[src/rtl/rx_pkg.sv]
package rx_pkg;
   localparam int unsigned RX_DW = 8;

   typedef enum logic [2:0] {
      S_IDLE,
      S_START,
      S_DATA,
      S_PAR,
      S_STOP,
      S_BRK
   } rx_state_e;

   typedef struct packed {
      logic [1:0] wlen;
      logic       pen;
      logic       peven;
      logic       pstick;
   } rx_fmt_t;
endpackage

[src/rtl/rx_sync.sv]
module rx_sync #(
   parameter int unsigned STAGES = 2
) (
   input  logic clk,
   input  logic rst_n,
   input  logic d,
   output logic q
);
   if (STAGES < 2) begin : g_bad_stages
      $error("rx_sync: STAGES must be at least 2");
   end

   logic [STAGES-1:0] chain;

   for (genvar i = 0; i < STAGES; i++) begin : g_stage
      if (i == 0) begin : g_first
         always_ff @(posedge clk or negedge rst_n)
            if (!rst_n) chain[0] <= 1'b1;
            else        chain[0] <= d;
      end else begin : g_next
         always_ff @(posedge clk or negedge rst_n)
            if (!rst_n) chain[i] <= 1'b1;
            else        chain[i] <= chain[i-1];
      end
   end

   assign q = chain[STAGES-1];
endmodule

[src/rtl/rx_parity_chk.sv]
module rx_parity_chk #(
   parameter int unsigned DW = 8
) (
   input  logic [DW-1:0] data,
   input  logic          pen,
   input  logic          peven,
   input  logic          pstick,
   input  logic          pbit,
   output logic          err
);
   always_comb begin
      if (!pen)        err = 1'b0;
      else if (pstick) err = (pbit != !peven);
      else             err = ((^data) ^ pbit) != !peven;
   end
endmodule

[src/rtl/rx_frame_fsm.sv]
module rx_frame_fsm
   import rx_pkg::*;
#(
   parameter int unsigned OSR       = 16,
   parameter int unsigned SAMPLE_PT = 8
) (
   input  logic            clk,
   input  logic            rst_n,
   input  logic            tick,
   input  logic            rx_s,
   input  rx_fmt_t         fmt_in,
   output logic            valid,
   output logic [RX_DW-1:0] data,
   output logic            perr,
   output logic            ferr,
   output logic            brk
);
   localparam int unsigned CW = $clog2(OSR);
   localparam int unsigned BW = $clog2(RX_DW);
   localparam int unsigned NW = BW + 1;

   if (OSR < 4) begin : g_bad_osr
      $error("rx_frame_fsm: OSR must be at least 4");
   end
   if (SAMPLE_PT < 1 || SAMPLE_PT >= OSR) begin : g_bad_pt
      $error("rx_frame_fsm: SAMPLE_PT must lie inside the bit");
   end

   rx_state_e        state;
   logic [CW-1:0]    cnt;
   logic [BW-1:0]    bitn;
   logic [RX_DW-1:0] sh;
   logic             pbit;
   rx_fmt_t          fmt_q;
   logic [NW-1:0]    nbits;
   logic [RX_DW-1:0] aligned;
   logic             par_bad;
   logic             all_low;
   logic             bit_end;

   assign nbits   = NW'(RX_DW - 3) + NW'(fmt_q.wlen);
   assign aligned = sh >> (NW'(RX_DW) - nbits);
   assign all_low = (aligned == '0) && (!fmt_q.pen || !pbit) && !rx_s;
   assign bit_end = tick && (cnt == CW'(OSR - 1));

   rx_parity_chk #(.DW(RX_DW)) i_par (
      .data  (aligned),
      .pen   (fmt_q.pen),
      .peven (fmt_q.peven),
      .pstick(fmt_q.pstick),
      .pbit  (pbit),
      .err   (par_bad)
   );

   always_ff @(posedge clk or negedge rst_n) begin
      if (!rst_n) begin
         state <= S_IDLE;
         cnt   <= '0;
         bitn  <= '0;
         sh    <= '0;
         pbit  <= 1'b0;
         fmt_q <= '0;
         valid <= 1'b0;
         data  <= '0;
         perr  <= 1'b0;
         ferr  <= 1'b0;
         brk   <= 1'b0;
      end else begin
         valid <= 1'b0;
         case (state)
            S_IDLE: if (tick && !rx_s) begin
               state <= S_START;
               cnt   <= '0;
               bitn  <= '0;
               sh    <= '0;
               fmt_q <= fmt_in;
            end
            S_START: if (tick) begin
               if (cnt == CW'(SAMPLE_PT - 1)) begin
                  cnt   <= '0;
                  state <= rx_s ? S_IDLE : S_DATA;
               end else begin
                  cnt <= cnt + 1'b1;
               end
            end
            S_DATA: if (bit_end) begin
               cnt <= '0;
               sh  <= {rx_s, sh[RX_DW-1:1]};
               if (NW'(bitn) == nbits - 1'b1)
                  state <= fmt_q.pen ? S_PAR : S_STOP;
               else
                  bitn <= bitn + 1'b1;
            end else if (tick) begin
               cnt <= cnt + 1'b1;
            end
            S_PAR: if (bit_end) begin
               cnt   <= '0;
               pbit  <= rx_s;
               state <= S_STOP;
            end else if (tick) begin
               cnt <= cnt + 1'b1;
            end
            S_STOP: if (bit_end) begin
               cnt   <= '0;
               valid <= 1'b1;
               if (rx_s) begin
                  data  <= aligned;
                  perr  <= par_bad;
                  ferr  <= 1'b0;
                  brk   <= 1'b0;
                  state <= S_IDLE;
               end else if (all_low) begin
                  data  <= '0;
                  perr  <= 1'b0;
                  ferr  <= 1'b1;
                  brk   <= 1'b1;
                  state <= S_BRK;
               end else begin
                  data  <= aligned;
                  perr  <= par_bad;
                  ferr  <= 1'b1;
                  brk   <= 1'b0;
                  bitn  <= '0;
                  sh    <= '0;
                  state <= S_DATA;
               end
            end else if (tick) begin
               cnt <= cnt + 1'b1;
            end
            S_BRK: if (rx_s) state <= S_IDLE;
            default: state <= S_IDLE;
         endcase
      end
   end


   valid_pulse_chk: assert property (@(posedge clk) disable iff (!rst_n)
      valid |=> !valid);

   brk_zero_chk: assert property (@(posedge clk) disable iff (!rst_n)
      (valid && brk) |-> (data == '0 && ferr && !perr));

   brk_quiet_chk: assert property (@(posedge clk) disable iff (!rst_n)
      (state == S_BRK && $past(state == S_BRK)) |-> !valid);

   width_mask_chk: assert property (@(posedge clk) disable iff (!rst_n)
      valid |-> ((data >> nbits) == '0));

   noparity_chk: assert property (@(posedge clk) disable iff (!rst_n)
      (valid && !fmt_q.pen) |-> !perr);
endmodule

[src/rtl/serial_char_rx.sv]
module serial_char_rx
   import rx_pkg::*;
#(
   parameter int unsigned OSR         = 16,
   parameter int unsigned SAMPLE_PT   = 8,
   parameter int unsigned SYNC_STAGES = 2
) (
   input  logic       clk,
   input  logic       rst_n,
   input  logic       tick16,
   input  logic       rx_pin,
   input  logic       loop_en,
   input  logic       loop_line,
   input  logic [1:0] wlen,
   input  logic       par_en,
   input  logic       par_even,
   input  logic       par_stick,
   output logic       char_valid,
   output logic [7:0] char_data,
   output logic       err_parity,
   output logic       err_frame,
   output logic       err_break
);
   logic    line_raw;
   logic    line_s;
   rx_fmt_t fmt;

   assign line_raw = loop_en ? loop_line : rx_pin;
   assign fmt      = '{wlen: wlen, pen: par_en, peven: par_even, pstick: par_stick};

   rx_sync #(.STAGES(SYNC_STAGES)) i_sync (
      .clk  (clk),
      .rst_n(rst_n),
      .d    (line_raw),
      .q    (line_s)
   );

   rx_frame_fsm #(.OSR(OSR), .SAMPLE_PT(SAMPLE_PT)) i_fsm (
      .clk   (clk),
      .rst_n (rst_n),
      .tick  (tick16),
      .rx_s  (line_s),
      .fmt_in(fmt),
      .valid (char_valid),
      .data  (char_data),
      .perr  (err_parity),
      .ferr  (err_frame),
      .brk   (err_break)
   );
endmodule

[config.mk]
export PLATFORM = sky130hd
export DESIGN_NAME = serial_char_rx
export DESIGN_NICKNAME = d
export VERILOG_FILES = /design/src/rtl/rx_pkg.sv /design/src/rtl/rx_sync.sv /design/src/rtl/rx_parity_chk.sv /design/src/rtl/rx_frame_fsm.sv /design/src/rtl/serial_char_rx.sv
export SDC_FILE = /design/constraint.sdc
export NUM_CORES = 1
export LEC_CHECK = 0
export CORE_MARGIN = 5
export CORE_UTILIZATION = 45
export DETAILED_ROUTE_END_ITERATION = 8
export GPL_TIMING_DRIVEN = 0
export PLACE_DENSITY = 0.75
export SLEW_MARGIN = 20
export SYNTH_ARGS = -nofsm -noshare
export SYNTH_HDL_FRONTEND = slang
export SYNTH_SLANG_ARGS = --single-unit
[constraint.sdc]
create_clock -name clk -period 3.28 [get_ports clk]
set_clock_uncertainty 0.2 [all_clocks]
set_input_delay 0.492 -clock clk [delete_from_list [all_inputs] [get_ports clk]]
set_output_delay 0.492 -clock clk [all_outputs]
set_load 0.005 [all_outputs]
=== Word level (Yosys, flattened, before mapping) ===
Index checks and enable logic that the tools add are counted.
Widths: inputs -> output; s select.

* Multiplexer cells: 44
* Eq/ne operators: 22
* Bitwise operators: 1
* $add $sub $neg: 5
* Shift-type cells: 1
* Reductions and logical operators: 22

{| class="wikitable"
|+ Operators by type and width
! operator !! number
|-
| $mux 8 || 7
|-
| $mux 3 || 17
|-
| $pmux 8 s3 || 1
|-
| $mux 4 || 5
|-
| $pmux 3 s6 || 1
|-
| $ne 2x1->1 const B || 6
|-
| $pmux 4 s3 || 1
|-
| $mux 1 || 10
|-
| $ne 2x2->1 const B || 5
|-
| $pmux 3 s3 || 1
|-
| $logic_not 8->1 || 1
|-
| $reduce_and 8->1 || 1
|-
| $reduce_xor 8->1 || 1
|-
| $shr 8x4->8 || 1
|-
| $reduce_and 7->1 || 1
|-
| $eq 3x2->1 const B || 2
|-
| $eq 3x3->1 const B || 2
|-
| $reduce_and 2->1 || 3
|-
| $reduce_and 6->1 || 1
|-
| $reduce_bool 3->1 || 2
|-
| $add 3x2->4 const A || 1
|-
| $add 4x1->4 const B || 1
|-
| $eq 3x4->1 || 1
|-
| $eq 4x3->1 const B || 1
|-
| other kinds (15) || 22
|}

* Flip-flop bits (word level): 38
* Word-level logic and storage cells: 111
* Output and inout port bits: 12

=== Longest topological paths before layout ===
Gate-level depths: netlist (run 1).

* Depth in word-level cells: 10
* Gate-level depth with buffers: 11

=== Hierarchy ===
From an unflattened synthesis (run 1), not the netlist that was laid out.

* Cell total of the unflattened synthesis: 213
* Area, all modules: 2,237.1 sq um

{| class="wikitable"
|+ Modules (own cells, without submodules)
! module !! area each (sq um) !! cells each !! seq. area each (sq um) !! times used
|-
| rx_frame_fsm || 2,080.7 || 199 || 900.9 || 1
|-
| rx_parity_chk || 88.8 || 11 || 0.0 || 1
|-
| rx_sync || 52.6 || 2 || 52.6 || 1
|-
| serial_char_rx || 15.0 || 1 || 0.0 || 1
|}

=== Least setup slack after synthesis (run 1) ===
No wires, ideal clock.

* Path kind: reg2reg
* Start point: reg i_fsm.fmt_q[3] in the netlist's numbering
* End point: reg i_fsm.perr
* Stages on the path, launching flop included: 11
* Data arrival time: 2.598 ns
* Path slack: 0.356 ns
* Clock period less this slack: 2.924 ns
* Data required time: 2.954 ns
* Path through: dfrtp_1 > ha_1 > buf_6 > mux4_1 > nand2_1 > ha_1 > nand4_1 > o311ai_1 > buf_2 > nor4_2 > a221o_1

* Word-level cells in the longest chain between the ends: 10
* Elaborated cells between the ends (all ways): 13

{| class="wikitable"
|+ Ends and longest elaborated chain
! what !! RTL line !! text
|-
| start, declared || rx_frame_fsm.sv:34 || <nowiki>rx_fmt_t fmt_q;</nowiki>
|-
| start signal, assigned || rx_frame_fsm.sv:76 || <nowiki>fmt_q <= fmt_in;</nowiki>
|-
| $add 3x2->4 * || rx_frame_fsm.sv:41 || <nowiki>assign nbits = NW'(RX_DW - 3) + NW'(fmt_q.wlen);</nowiki>
|-
| $sub 4x4->4 * || rx_frame_fsm.sv:42 || <nowiki>assign aligned = sh >> (NW'(RX_DW) - nbits);</nowiki>
|-
| $shr 8x4->8 * || rx_frame_fsm.sv:42 ||
|-
| $reduce_xor 8->1 || rx_parity_chk.sv:14 || <nowiki>else err = ((^data) ^ pbit) != !peven;</nowiki>
|-
| $xor 1x1->1 || rx_parity_chk.sv:14 ||
|-
| $ne 1x1->1 || rx_parity_chk.sv:14 ||
|-
| $mux 1 || rx_parity_chk.sv:13 || <nowiki>else if (pstick) err = (pbit != !peven);</nowiki>
|-
| $mux 1 || rx_parity_chk.sv:12 || <nowiki>if (!pen) err = 1'b0;</nowiki>
|-
| $mux 1 || rx_frame_fsm.sv:112 || <nowiki>end else if (all_low) begin</nowiki>
|-
| $mux 1 * || rx_frame_fsm.sv:106 || <nowiki>if (rx_s) begin</nowiki>
|-
| end signal, assigned || rx_frame_fsm.sv:108 || <nowiki>perr <= par_bad;</nowiki>
|-
| end signal, assigned || rx_frame_fsm.sv:120 || <nowiki>perr <= par_bad;</nowiki>
|-
| end, declared || rx_frame_fsm.sv:14 || <nowiki>output logic perr,</nowiki>
|}

Every way passes the cells marked *; elsewhere a longest branch is shown, timed or not.
A chain may end at the register's enable or synchronous reset.

=== Worst setup path in the final report (run 1) ===
Same ends and word-level chain as after synthesis.

==> flow_metrics.env, run 1 <==
export IMPL_slew_headroom_pct=65.0
export IMPL_power_per_cell_area_nw_per_um2=742
export IMPL_power_switching_fraction_pct=37.6
export IMPL_share_of_the_clock_period_used_by_the_worst_path_after_layout_pct=93.2
export IMPL_worst_setup_path_start_kind="flop"
export IMPL_horizontal_extent_of_the_die_microns=82.8
export IMPL_rsz_0062_raised_after_global_routing="no"
export IMPL_slew_violations=0
export IMPL_drt_first_pass_iters=4
export IMPL_highest_count_cells_in_the_layout_ignoring_fill_and_taps="dfrtp_1 (36), nand2_1 (33), clkdlybuf4s50_1 (21)"
export IMPL_ir_drop_v=0.000273
export IMPL_worst_r2r_cell_count=9
export IMPL_routed_wire_length_per_instance_microns=14.4
export IMPL_critPathMaxStageDelay_ns=0.56
export IMPL_p_int_mw=1.34
export IMPL_clk_pin_slew_ns=0.08
export IMPL_netSwitchingPower_mw=0.804
export IMPL_timing_hold_worst_start="i_sync.chain[0]$_DFF_PN1_"
export IMPL_dp_final_hpwl_mm=3.68
export IMPL_timing_critical_path_cells="ha_1 > buf_6 > mux4_1 > nand2_1 > ha_1 > xnor2_1 > xnor2_1 > or2_2 > a221o_1"
export IMPL_asyncSetResetFlopFracSynth_pct=100
export IMPL_worstPathMaxFanout=9
export IMPL_start_util_pct=46.4
export IMPL_yosysWarnings=0
export IMPL_diodes=0
export IMPL_floorplan_io_pins=23
export IMPL_detailedRoute_firstIterationViolations=186
export IMPL_cpMaxStageDelayCell="mux4_1"
export IMPL_hold_path_depth=0
export IMPL_numCtsBuffers=5
export IMPL_setup_reg_to_reg_worst_slack_ns=0.22
export IMPL_worst_r2r_endpoint="i_fsm.perr$_DFFE_PN0P_"
export IMPL_status="finished, final reports clean"
export IMPL_number_of_storage_elements_in_the_synthesis_netlist=38
export IMPL_layout_drive_gt1_share_pct=17.3
export IMPL_drt_drc_violations_left=0
export IMPL_postSynthAreaPerCell_sq_um=10.0
export IMPL_period_minus_slack_ns=3.06
export IMPL_totalWireLength_mm=4.90
export IMPL_synth_ff_type="dfrtp_1"
export IMPL_routed_via_density=5.60
export IMPL_critPathCaptureType="flop"
export IMPL_path_class="reg -> reg"
export IMPL_grt_antenna_before_repair=0
export IMPL_clock_tree_from_tritoncts="done"
export IMPL_finalSetupViolations=0
export IMPL_placement_io_buffers=22
export IMPL_syn_area_sq_um=2380
export IMPL_clockRootBuffer="clkbuf_8"
export IMPL_power_share_sequential_pct=30.0
export IMPL_route_vias_total=1908
export IMPL_insertion_delay_ns=0.29
export IMPL_post_synth_inst_count=238
export IMPL_die_h_microns=82.8
export IMPL_die_area_sq_um=6850
export IMPL_cp_arrival_ns=3.04
export IMPL_crit_reg2reg_launch="i_fsm.fmt_q[3]$_DFFE_PN0P_"
export IMPL_fmax_mhz=327
export IMPL_power_after_layout_mw=2.14
export IMPL_gpl_final_weighted_congestion=0.953
export IMPL_synth_net_count=257
export IMPL_pwr_share_clk_pct=23.0
export IMPL_cts_max_path_bufs=2
export IMPL_global_route_overflow_total=0
export IMPL_leakagePower_nw=1.20
export IMPL_number_of_nets_still_failing_antenna_checks_after_routing=0
export IMPL_global_route_usage_total_pct=16.2
export IMPL_grt_max_degree=21
export IMPL_max_cap_violations=0
export IMPL_synth_lib_cells_used_distinct=60
export IMPL_synth_enable_flop_cells=0
export IMPL_timing_hold_violations_final=0
export IMPL_area_delta_synth_final_pct=21.0
export IMPL_timing_setup_tns_ns=0
export IMPL_worst_hold_path_endpoint="i_sync.q$_DFF_PN1_"
export IMPL_cp_required_ns=3.26
export IMPL_num_nets_final=289
export IMPL_cts_htree_levels=2
export IMPL_power_share_combinational_pct=47.0
export IMPL_tightest_slew_ns=0.521
export IMPL_layout_commonest_cell="dfrtp_1"
export IMPL_global_route_wire_length_before_repair_mm=8.49
export IMPL_clock_net_sink_count=38
export IMPL_ys_seq_area_share_pct=40.0
export IMPL_core_area_sq_um=5140
export IMPL_worst_hold_slack_ns=0.157
export IMPL_rows=26
export IMPL_first_global_vias=1802
export IMPL_class_of_the_tightest_hold_or_removal_check="reg -> reg"
[stage by stage]
stage / setup WS [ns] / utilization (%) / cell area [sq um] / std cells
floorplan: 0.356 / - / 2380 / 238
global placement: 0.0892 / 52.4 / 2690 / 330
detailed placement: 0.0226 / 52.8 / 2710 / 331
CTS: 0.00948 / 55.8 / 2870 / 340
global route: 0.0707 / 56.1 / 2880 / 341
finish: 0.224 / 56.1 / 2880 / 341
[worst max path at each step]
stage / start / end / slack (ns) / cells after the start
2_1_floorplan: i_fsm.fmt_q[3]$_DFFE_PN0P_ / i_fsm.perr$_DFFE_PN0P_ / 0.36 / 10
3_3_place_gp: i_fsm.fmt_q[3]$_DFFE_PN0P_ / i_fsm.perr$_DFFE_PN0P_ / 0.09 / 10
3_5_place_dp: i_fsm.fmt_q[3]$_DFFE_PN0P_ / i_fsm.perr$_DFFE_PN0P_ / 0.02 / 10
4_1_cts: i_fsm.fmt_q[3]$_DFFE_PN0P_ / i_fsm.perr$_DFFE_PN0P_ / 0.009 / 10
5_1_grt: i_fsm.fmt_q[3]$_DFFE_PN0P_ / i_fsm.sh[2]$_DFFE_PN0P_ / 0.07 / 10
6_report: i_fsm.fmt_q[3]$_DFFE_PN0P_ / i_fsm.perr$_DFFE_PN0P_ / 0.22 / 9
[critical path: cells and delay by family, from the launching register on]
family | cells | cell delay (ns)
flops | 1 | 0.45
simple gates | 2 | 0.40
mux | 1 | 0.56
xor+xnor | 2 | 0.31
buf+inv | 1 | 0.15
fa+ha+maj | 2 | 0.57
compound gates | 1 | 0.29
[synth_stat cells (3+ instances only)]
library cell,n,share of area (%)
dfrtp_1,36,38
clkbuf_1,3,0.47
inv_1,16,2.5
buf_6,3,1.4
nand3_1,9,1.9
mux4_1,4,4.4
mux2i_1,11,4.6
o21ai_0,17,3.6
nor3_1,6,1.3
mux2_2,8,3.8
o21a_1,3,0.94
or3_1,3,0.79
ha_1,8,4.2
xnor2_1,4,1.5
nor2_1,5,0.79
nand2_1,33,5.2
a21oi_1,8,1.7
buf_2,9,1.9
a22o_1,3,1.1
[final cells by class]
| type | count | area [sq um] |
|---|---|---|
| clock inverters | 2 | 60.1 |
| fillers | 466 | 2260 |
| multi-input cells | 169 | 1290 |
| clock buffers | 6 | 82.6 |
| repair buffers | 25 | 260 |
| flip-flops and latches | 38 | 953 |
| well taps | 70 | 87.6 |
| inverters | 16 | 60.1 |
| plain buffers | 15 | 92.6 |
[metal layers]
metal	wire length, microns	part of all wire [%]	track usage [%]
met1	2290	47	21.7
met2	2340	48	25.5
met3	214	4.4	3.89
met4	55	1.1	6.05
met5	0	0	0
[power groups by stage]
stage / combinational (mW) / sequential [mW] / clock, mW
2_1_floorplan: 0.803 / 0.623 / 0
3_3_place_gp: 0.952 / 0.646 / 0
3_5_place_dp: 0.982 / 0.650 / 0
4_1_cts: 0.986 / 0.642 / 0.498
5_1_grt: 1.12 / 0.654 / 0.521
6_report: 1.01 / 0.642 / 0.492
[kinds of logic after synthesis]
family                   Yosys count  share of synthesized area [%]
multiplexers                      24                           13.8
AND/OR/NAND/NOR                   79                           18.1
buffers and inverters             31                           6.30
AO/OA/AOI/OAI                     52                           15.1
XOR/XNOR                           6                           2.52
adder cells (fa/ha/maj)            8                           4.20
flip-flops                        38                           40.0
[registers in the layout (all words and copies together), names as in the netlist]
signal / flops
i_fsm.brk: 1
i_fsm.pbit: 1
i_sync.q: 1
i_fsm.valid: 1
i_fsm.cnt: 4
i_fsm.perr: 1
i_fsm.fmt_q: 5
i_fsm.bitn: 3
i_fsm.ferr: 1
i_fsm.state: 3
i_fsm.sh: 8
i_sync.chain: 1
i_fsm.data: 8
[repair_timing]
action                                 in CTS  in global routing
endpoints found under the hold margin      19                  0
setup endpoints to repair                   0                  1
setup buffers                               0                  1
gates resized for setup                     0                  3
hold buffers                                1                  0
Power figures use the tool's default switching activity.
==> run 2, diff against run 1 <==
- REMOVE_ABC_BUFFERS: default -> 1
- SLEW_MARGIN: 20 -> 5
==> run 2 against run 1 <==
Flip-flop and latch count stayed put. Global-route usage is 0.40 points lower. Die area stayed put. Non-clock buffer count is 16 lower. Sequential power is 22% higher. Setup slack worse by 0.031 ns. Largest power group unchanged.
==> flow_metrics.env, run 2 (synthesized netlist as in run 1, its figures left out) <==
export IMPL_routed_via_density=5.65
export IMPL_dp_final_hpwl_mm=3.40
export IMPL_clock_net_sink_count=38
export IMPL_horizontal_extent_of_the_die_microns=82.8
export IMPL_class_of_the_tightest_hold_or_removal_check="in -> async"
export IMPL_detailedRoute_firstIterationViolations=151
export IMPL_slew_headroom_pct=45.1
export IMPL_grt_antenna_before_repair=0
export IMPL_period_minus_slack_ns=3.09
export IMPL_timing_hold_violations_final=0
export IMPL_layout_cell_area_non_filler_sq_um=2770
export IMPL_global_route_overflow_total=0
export IMPL_dp_worst_setup_slack_ns=-0.858
export IMPL_share_of_the_clock_period_used_by_the_worst_path_after_layout_pct=94.1
export IMPL_cp_required_ns=3.26
export IMPL_postPlaceCellArea_sq_um=2600
export IMPL_rows=26
export IMPL_worst_setup_path_start_kind="flop"
export IMPL_setup_slack_ns=0.192
export IMPL_slew_violations=0
export IMPL_clockRootBuffer="clkbuf_8"
export IMPL_die_area_sq_um=6850
export IMPL_core_area_sq_um=5140
export IMPL_cts_max_path_bufs=2
export IMPL_gpl_final_weighted_congestion=0.821
export IMPL_placement_io_buffers=22
export IMPL_cp_arrival_ns=3.07
export IMPL_max_cap_violations=0
export IMPL_cts_htree_levels=2
export IMPL_path_class="reg -> reg"
export IMPL_number_of_nets_still_failing_antenna_checks_after_routing=0
export IMPL_floorplan_io_pins=23
export IMPL_route_vias_total=1836
export IMPL_power_per_cell_area_nw_per_um2=717
export IMPL_first_global_vias=1720
export IMPL_layout_drive_gt1_share_pct=15.3
export IMPL_routed_wire_length_per_instance_microns=14.8
export IMPL_drt_drc_violations_left=0
export IMPL_grt_max_degree=39
export IMPL_drt_first_pass_iters=4
export IMPL_rsz_0062_raised_after_global_routing="no"
export IMPL_cts_hold_buffers=0
export IMPL_area_delta_synth_final_pct=16.2
export IMPL_global_route_usage_total_pct=15.8
export IMPL_global_route_wire_length_before_repair_mm=8.27
export IMPL_clock_tree_from_tritoncts="done"
export IMPL_totalWireLength_mm=4.83
export IMPL_ir_drop_v=0.000254
export IMPL_reg_top3="i_fsm.data: 8 flops, i_fsm.sh: 8 flops, i_fsm.fmt_q: 5 flops"
export IMPL_finalSetupViolations=0
export IMPL_clk_pin_slew_ns=0.08
export IMPL_diodes=0
export IMPL_numCtsBuffers=5
export IMPL_die_h_microns=82.8
export IMPL_setup_reg_to_reg_worst_slack_ns=0.19
export IMPL_layout_commonest_cell="dfrtp_1"
export IMPL_insertion_delay_ns=0.29
export IMPL_tightest_slew_ns=0.823
export IMPL_highest_count_cells_in_the_layout_ignoring_fill_and_taps="dfrtp_1 (35), nand2_1 (33), clkdlybuf4s50_1 (21)"
export IMPL_leakagePower_nw=1.11
export IMPL_fmax_mhz=324
export IMPL_start_util_pct=46.4
export IMPL_status="finished, final reports clean"
export IMPL_critPathCaptureType="flop"
export IMPL_worstPathMaxFanout=15
export IMPL_num_nets_final=273
## run 2: cell count changes in the layout (fill, tap and decap cells not counted), moves of 2 or more
cell / before / now
buf_2: 9 / 1
buf_6: 3 / 0
bufinv_16: 2 / 0
clkbuf_1: 3 / 0
## run 2: routing by layer
metal  global-route usage [%]  vias up  wire length [microns]
met5                        0        -                      0
met4                     5.39        0                     82
met3                     2.92        7                    235
met2                     26.7       39                   2370
met1                     20.4      898                   2140
li1                         -      892                      -
## run 2: critical path, stage by stage, from the launching register on
cell and delay (ns):
dfrtp_2 0.53, ha_4 0.39, mux4_1 0.56, nand2_1 0.10, ha_1 0.14, nand4_1 0.26
o311ai_4 0.36, nor3_1 0.10, a221o_1 0.32
## run 2: worst paths after layout
check                                                 from                         end  depth (start not counted)
worst max-delay path            i_fsm.fmt_q[3]$_DFFE_PN0P_      i_fsm.perr$_DFFE_PN0P_                          8
worst min-delay path                                 rst_n    i_fsm.cnt[3]$_DFFE_PN0P_                          1
worst max register to register  i_fsm.fmt_q[3]$_DFFE_PN0P_      i_fsm.perr$_DFFE_PN0P_                          8
worst min register to register   i_sync.chain[0]$_DFF_PN1_          i_sync.q$_DFF_PN1_                          0
max in group asynchronous                            rst_n  i_fsm.fmt_q[3]$_DFFE_PN0P_                          1
min in group clk                 i_sync.chain[0]$_DFF_PN1_          i_sync.q$_DFF_PN1_                          0
## run 2: area by class of cell
cell class	count	area (sq um)
fill	468	2370
clock buffer	6	82.6
tap	70	87.6
timing repair buffer	24	243
sequential	38	955
clock inverter	2	12.5
multi-input combinational	169	1330
inverter	16	60.1
## run 2: where the power goes
part	switching [mW]	total (mW)	internal [mW]	leakage (nW)
combinational	0.432	0.864	0.432	0.563
sequential	0.224	0.781	0.557	0.502
clock	0.172	0.341	0.169	0.0472
total	0.828	1.99	1.16	1.11
## run 2: timing repair
action                     in CTS  in global routing
resized for setup               5                  2
pin swaps                       2                  0
setup endpoints to repair      21                 21
buffers inserted                2                  0
## run 2: stage by stage
step	hold WS (ns)	power, mW	TNS, ns	instances	utilization [%]
detailed placement	0.148	1.55	-10.07	315	50.5
global placement	0.146	1.52	-8.35	315	50.6
CTS	0.116	1.96	0	325	53.6
finish	0.0840	1.99	0	325	53.9
floorplan	-0.00359	1.35	-0.208	223	-
global route	0.162	2.13	0	325	53.9
